`src/rtl/burst_sram_ctl.sv`:
```
module burst_sram_ctl #(
  parameter int AW    = 6,
  parameter int LANES = 4,
  parameter int LW    = 9
) (
  input  logic                  clk,
  input  logic                  rst_n,
  input  logic [AW-1:0]         addr,
  input  logic                  en_pri_n,
  input  logic                  en_hi,
  input  logic                  en_lo_n,
  input  logic                  stb_cpu_n,
  input  logic                  stb_ctl_n,
  input  logic                  step_n,
  input  logic                  wr_all_n,
  input  logic                  wr_byte_n,
  input  logic [LANES-1:0]      lane_sel_n,
  input  logic                  out_en_n,
  input  logic                  reg_out,
  input  logic                  seq_linear_n,
  input  logic [LANES*LW-1:0]   din,
  output logic [LANES*LW-1:0]   dout,
  output logic [LANES-1:0]      dout_oe
);
  localparam int DW    = LANES * LW;
  localparam int DEPTH = 1 << AW;

  logic          active;
  logic [AW-1:0] base;
  logic [1:0]    cnt;

  logic sel, wr_req, p_go, c_go, start, desel, cont;
  logic [LANES-1:0] wmask;

  assign sel    = en_hi & ~en_lo_n;
  assign wr_req = ~wr_all_n | (~wr_byte_n & ~&lane_sel_n);
  assign wmask  = ~wr_all_n ? {LANES{1'b1}} : (~wr_byte_n ? ~lane_sel_n : '0);
  assign p_go   = ~stb_cpu_n & ~en_pri_n;
  assign c_go   = ~p_go & ~stb_ctl_n;
  assign start  = (p_go | (c_go & ~en_pri_n)) & sel;
  assign desel  = (p_go | c_go) & ~start;
  assign cont   = ~p_go & ~c_go & active;

  logic [1:0]    cnt_use, lsb_use;
  logic [AW-1:0] addr_use;
  logic          op_rd, op_wr;

  assign cnt_use  = step_n ? cnt : cnt + 2'd1;
  assign lsb_use  = seq_linear_n ? (base[1:0] ^ cnt_use) : (base[1:0] + cnt_use);
  assign addr_use = start ? addr : {base[AW-1:2], lsb_use};
  assign op_wr    = (start & c_go & wr_req) | (cont & wr_req);
  assign op_rd    = (start & ~(c_go & wr_req)) | (cont & ~wr_req);

  always_ff @(posedge clk or negedge rst_n) begin
    if (!rst_n) begin
      active <= 1'b0;
      base   <= '0;
      cnt    <= '0;
    end else if (start) begin
      active <= 1'b1;
      base   <= addr;
      cnt    <= '0;
    end else if (desel) begin
      active <= 1'b0;
    end else if (cont) begin
      cnt <= cnt_use;
    end
  end

  logic [DW-1:0] s1_d, s2_d;
  logic          s1_v, s2_v;

  for (genvar i = 0; i < LANES; i++) begin : g_lane
    logic [LW-1:0] mem [DEPTH];
    always_ff @(posedge clk) begin
      if (op_wr && wmask[i]) mem[addr_use] <= din[i*LW +: LW];
      if (op_rd) s1_d[i*LW +: LW] <= mem[addr_use];
    end
  end

  always_ff @(posedge clk or negedge rst_n) begin
    if (!rst_n) begin
      s1_v <= 1'b0;
      s2_v <= 1'b0;
    end else begin
      s1_v <= op_rd;
      s2_v <= s1_v;
    end
  end

  always_ff @(posedge clk) s2_d <= s1_d;

  assign dout    = reg_out ? s2_d : s1_d;
  assign dout_oe = {LANES{(reg_out ? s2_v : s1_v) & ~out_en_n}};
endmodule


```
`config.mk`:
```
export PLATFORM = sky130hd
export DESIGN_NAME = burst_sram_ctl
export DESIGN_NICKNAME = d
export VERILOG_FILES = /design/src/rtl/burst_sram_ctl.sv
export SDC_FILE = /design/constraint.sdc
export NUM_CORES = 2
export LEC_CHECK = 0
export BUFFER_PORTS_ARGS = -buffer_cell sky130_fd_sc_hd__clkbuf_2
export CAP_MARGIN = 10
export CORE_MARGIN = 2
export CORE_UTILIZATION = 59
export CTS_BUF_LIST = sky130_fd_sc_hd__clkbuf_8
export DETAILED_ROUTE_END_ITERATION = 7
export PLACE_DENSITY_LB_ADDON = 0.15
export SKIP_CTS_REPAIR_TIMING = 1
export SKIP_LAST_GASP = 1
export SLEW_MARGIN = 20
export SYNTH_ARGS = -nofsm -noshare
export SYNTH_HDL_FRONTEND = slang
export SYNTH_SLANG_ARGS = --single-unit
```
`constraint.sdc`:
```
create_clock -name clk -period 5.3 [get_ports clk]
set_input_delay 1.06 -clock clk [delete_from_list [all_inputs] [get_ports clk]]
set_output_delay 1.06 -clock clk [all_outputs]
set_load 0.005 [all_outputs]
```
==> impl_metrics.env <==
export IMPL_yosysTopAreaCell="edfxtp_1"
export IMPL_critPathCaptureType="register"
export IMPL_insertion_delay_ps=1050
export IMPL_drt_total_wl_mm=247.3
export IMPL_pin_count=99
export IMPL_grt_pass1_vias=57480
export IMPL_cts_max_path_buffers=4
export IMPL_root_buffer="clkbuf_8"
export IMPL_fin_worst_skew_ps=52.17
export IMPL_powerDensity_nw_per_um2=436.6
export IMPL_synth_top_area_share_pct=75.57
export IMPL_internal_power_uw=31570
export IMPL_grt_ovfl_total=0
export IMPL_cp_start_kind="register"
export IMPL_final_seq_area_um2=71260
export IMPL_wire_per_inst_um=25.08
export IMPL_cp_arrival_ps=5190
export IMPL_p_leak_uw=0.03641
export IMPL_grt_start_max_net_pins=127
export IMPL_die_area_um2=160800
export IMPL_first_iter_violations=8015
export IMPL_h_tree_depth=5
export IMPL_slew_viol_final=0
export IMPL_die_w_um=401.0
export IMPL_dp_hpwl_mm=143.4
export IMPL_cp_max_fo=125
export IMPL_hold_viol=0
export IMPL_portBuffers=98
export IMPL_syn_nets=7162
export IMPL_syn_area_um2=92990
export IMPL_maxCapViolCount=0
export IMPL_criticalPathCategory="reg2reg"
export IMPL_synth_cells=7102
export IMPL_gr_usage_all_layers_pct=30.51
export IMPL_drive_gt1_share_pct=13.11
export IMPL_p_seq_share_pct=45.7
export IMPL_crit_required_ps=6050
export IMPL_vias=60240
export IMPL_areaGrowthSynthToFinish_pct=12.92
export IMPL_status="complete, no violations"
export IMPL_antenna_found_initial=9
export IMPL_setup_viol=0
export IMPL_synth_avg_cell_area_um2=13.09
export IMPL_drtPass1Iterations=6
export IMPL_clk_pin_slew_worst_paths_ps=60
export IMPL_die_h_um=401.0
export IMPL_final_cell_mix="edfxtp_1, nand2_1, a21oi_1"
export IMPL_drcViolationCount=0
export IMPL_post_route_min_period_ps=4443
export IMPL_combinationalPowerShare_pct=23.2
export IMPL_switching_share_pct=31.14
export IMPL_grt_first_pass_wirelength_mm=367.2
export IMPL_ys_seq_area_share_pct=76.64
export IMPL_detail_route_antenna_nets=0
export IMPL_finalCritPeriodShare_pct=83.82
export IMPL_setup_tns_ps=0
export IMPL_viasPerCell=6.109
export IMPL_p_sw_uw=14280
export IMPL_layout_commonest_cell="edfxtp_1"
export IMPL_num_fill_cells=11110
export IMPL_numClockSinks=2387
export IMPL_power_uw=45850
export IMPL_ys_warn_count=0
export IMPL_synth_cell_types=60
export IMPL_nets=7581
export IMPL_clkPwrFrac_pct=31.1
export IMPL_rows=145
export IMPL_ys_ff_latch=2387
export IMPL_multi_input_area_um2=20010
export IMPL_cts_tree="done"
export IMPL_start_util_pct=59.46
export IMPL_ir_drop_v=0.0003546
export IMPL_synth_ff_type="edfxtp_1"
export IMPL_synth_top_cells_by_area="edfxtp_1, nand2_1, a21oi_1"
export IMPL_slew_headroom_pct=21.62
export IMPL_holdCritPathClass="reg2reg"
export IMPL_tightest_slew_ps=1171
export IMPL_synth_edff_count=2340
export IMPL_async_flop_share_pct=0.4608
export IMPL_core_area_um2=156400
export IMPL_fmax_ghz=0.2251
export IMPL_numCtsBuffers=390
export IMPL_gp_congestion=0.8595
export IMPL_rsz0062_at_grt="no"
-- cell usage after synthesis, types with 2 or more instances --
cell       number
a21oi_4         2
o31ai_1         2
nor4_1        267
o211ai_1        4
nor3_1         11
buf_4           7
buf_2          80
nand2b_1       14
edfxtp_1     2340
clkbuf_1      347
or4_1          32
o21ai_0        29
nand2_1      2180
or2_2           4
and2_1          5
nor2_1        271
o2111ai_1       3
mux2_2         44
mux2i_1        81
xnor2_1         2
dfrtp_1        11
a211oi_1        3
nor3b_1         2
nand3_1        13
nor2b_1         2
dfxtp_1        36
buf_1          21
o21a_1          2
mux4_2          4
nand4_1         2
a31oi_1         4
inv_1           5
a21oi_1      1075
o22ai_1       168
or3_1           4
-- critical path: stages, from the launching register on --
cell and delay [ps]:
dfrtp_1 420, xnor2_1 280, buf_4 200, ha_1 340, mux2_8 520, buf_12 320, buf_12 300, nand2_1 90
a21oi_1 70, nor4_1 540, o22ai_1 330, or4_1 560
-- metrics by stage --
step | hold slack, ps | setup WS [ps] | cell area, um2 | std cells | utilization (%)
4_1_cts | -125.2 | 897.8 | 105000 | 9853 | 67.12
6_report | 406.1 | 857.4 | 105000 | 9861 | 67.14
3_5_place_dp | 386.3 | 131.1 | 98170 | 9186 | 62.77
3_3_place_gp | 375.6 | 73.75 | 98170 | 9186 | 62.77
5_1_grt | 417.7 | 682.7 | 105000 | 9856 | 67.13
2_1_floorplan | 344.1 | 1262 | 92990 | 7102 | -
-- cells by family after synthesis --
| logic type | share of synthesized area (%) |
|---|---|
| XOR/XNOR | 0.1171 |
| AND/OR/NAND/NOR | 12.36 |
| AO/OA/AOI/OAI | 7.352 |
| buffers and inverters | 1.997 |
| flip-flops | 76.64 |
| adder cells (fa/ha/maj) | 0.01345 |
| multiplexers | 1.516 |
-- layout make-up --
class                      instances  share of cell area [%]
antenna                            7                 0.01668
clock buffer                     409                   5.361
clock inverter                   258                   1.119
inverter                           6                 0.02145
multi-input combinational       4254                   19.06
sequential                      2387                   67.87
tap                             2058                   2.452
timing repair buffer             482                   4.099
-- registers in the layout, summed over array words and instances, names as in the netlist --
register    cells
active          1
base            6
cnt             2
g_lane.mem   2304
s1_d           36
s1_v            1
s2_d           36
s2_v            1
-- power by group through the flow --
stage,Clock (uW),Sequential [uW],Combinational [uW]
finish,14300,21000,10600
global route,15300,21000,11300
CTS,14400,21000,10500
detailed placement,0,21400,10500
global placement,0,21400,10300
floorplan,0,21300,5820
-- final timing paths --
path	endpoint	start	slack, ps	depth (start not counted)
min in group asynchronous	active$_DFFE_PN0P_	rst_n	500	2
worst min register to register	s2_v$_DFF_PN0_	s1_v$_DFF_PN0_	410	0
max in group asynchronous	base[0]$_DFFE_PN0N_	rst_n	4500	2
worst min-delay path	s2_v$_DFF_PN0_	s1_v$_DFF_PN0_	410	0
worst max register to register	s1_d[21]$_DFFE_PP_	cnt[0]$_DFFE_PN0P_	860	11
worst max-delay path	s1_d[21]$_DFFE_PP_	cnt[0]$_DFFE_PN0P_	860	11
-- layer usage --
layer / GRT usage (%) / up-vias / wire length (um)
met5: 0 / - / 23
met4: 9.778 / 4 / 7200
met3: 6.345 / 452 / 27210
met2: 46.65 / 3375 / 114400
met1: 44.42 / 29700 / 98470
li1: - / 26710 / -
Power figures use the tool's default switching activity.
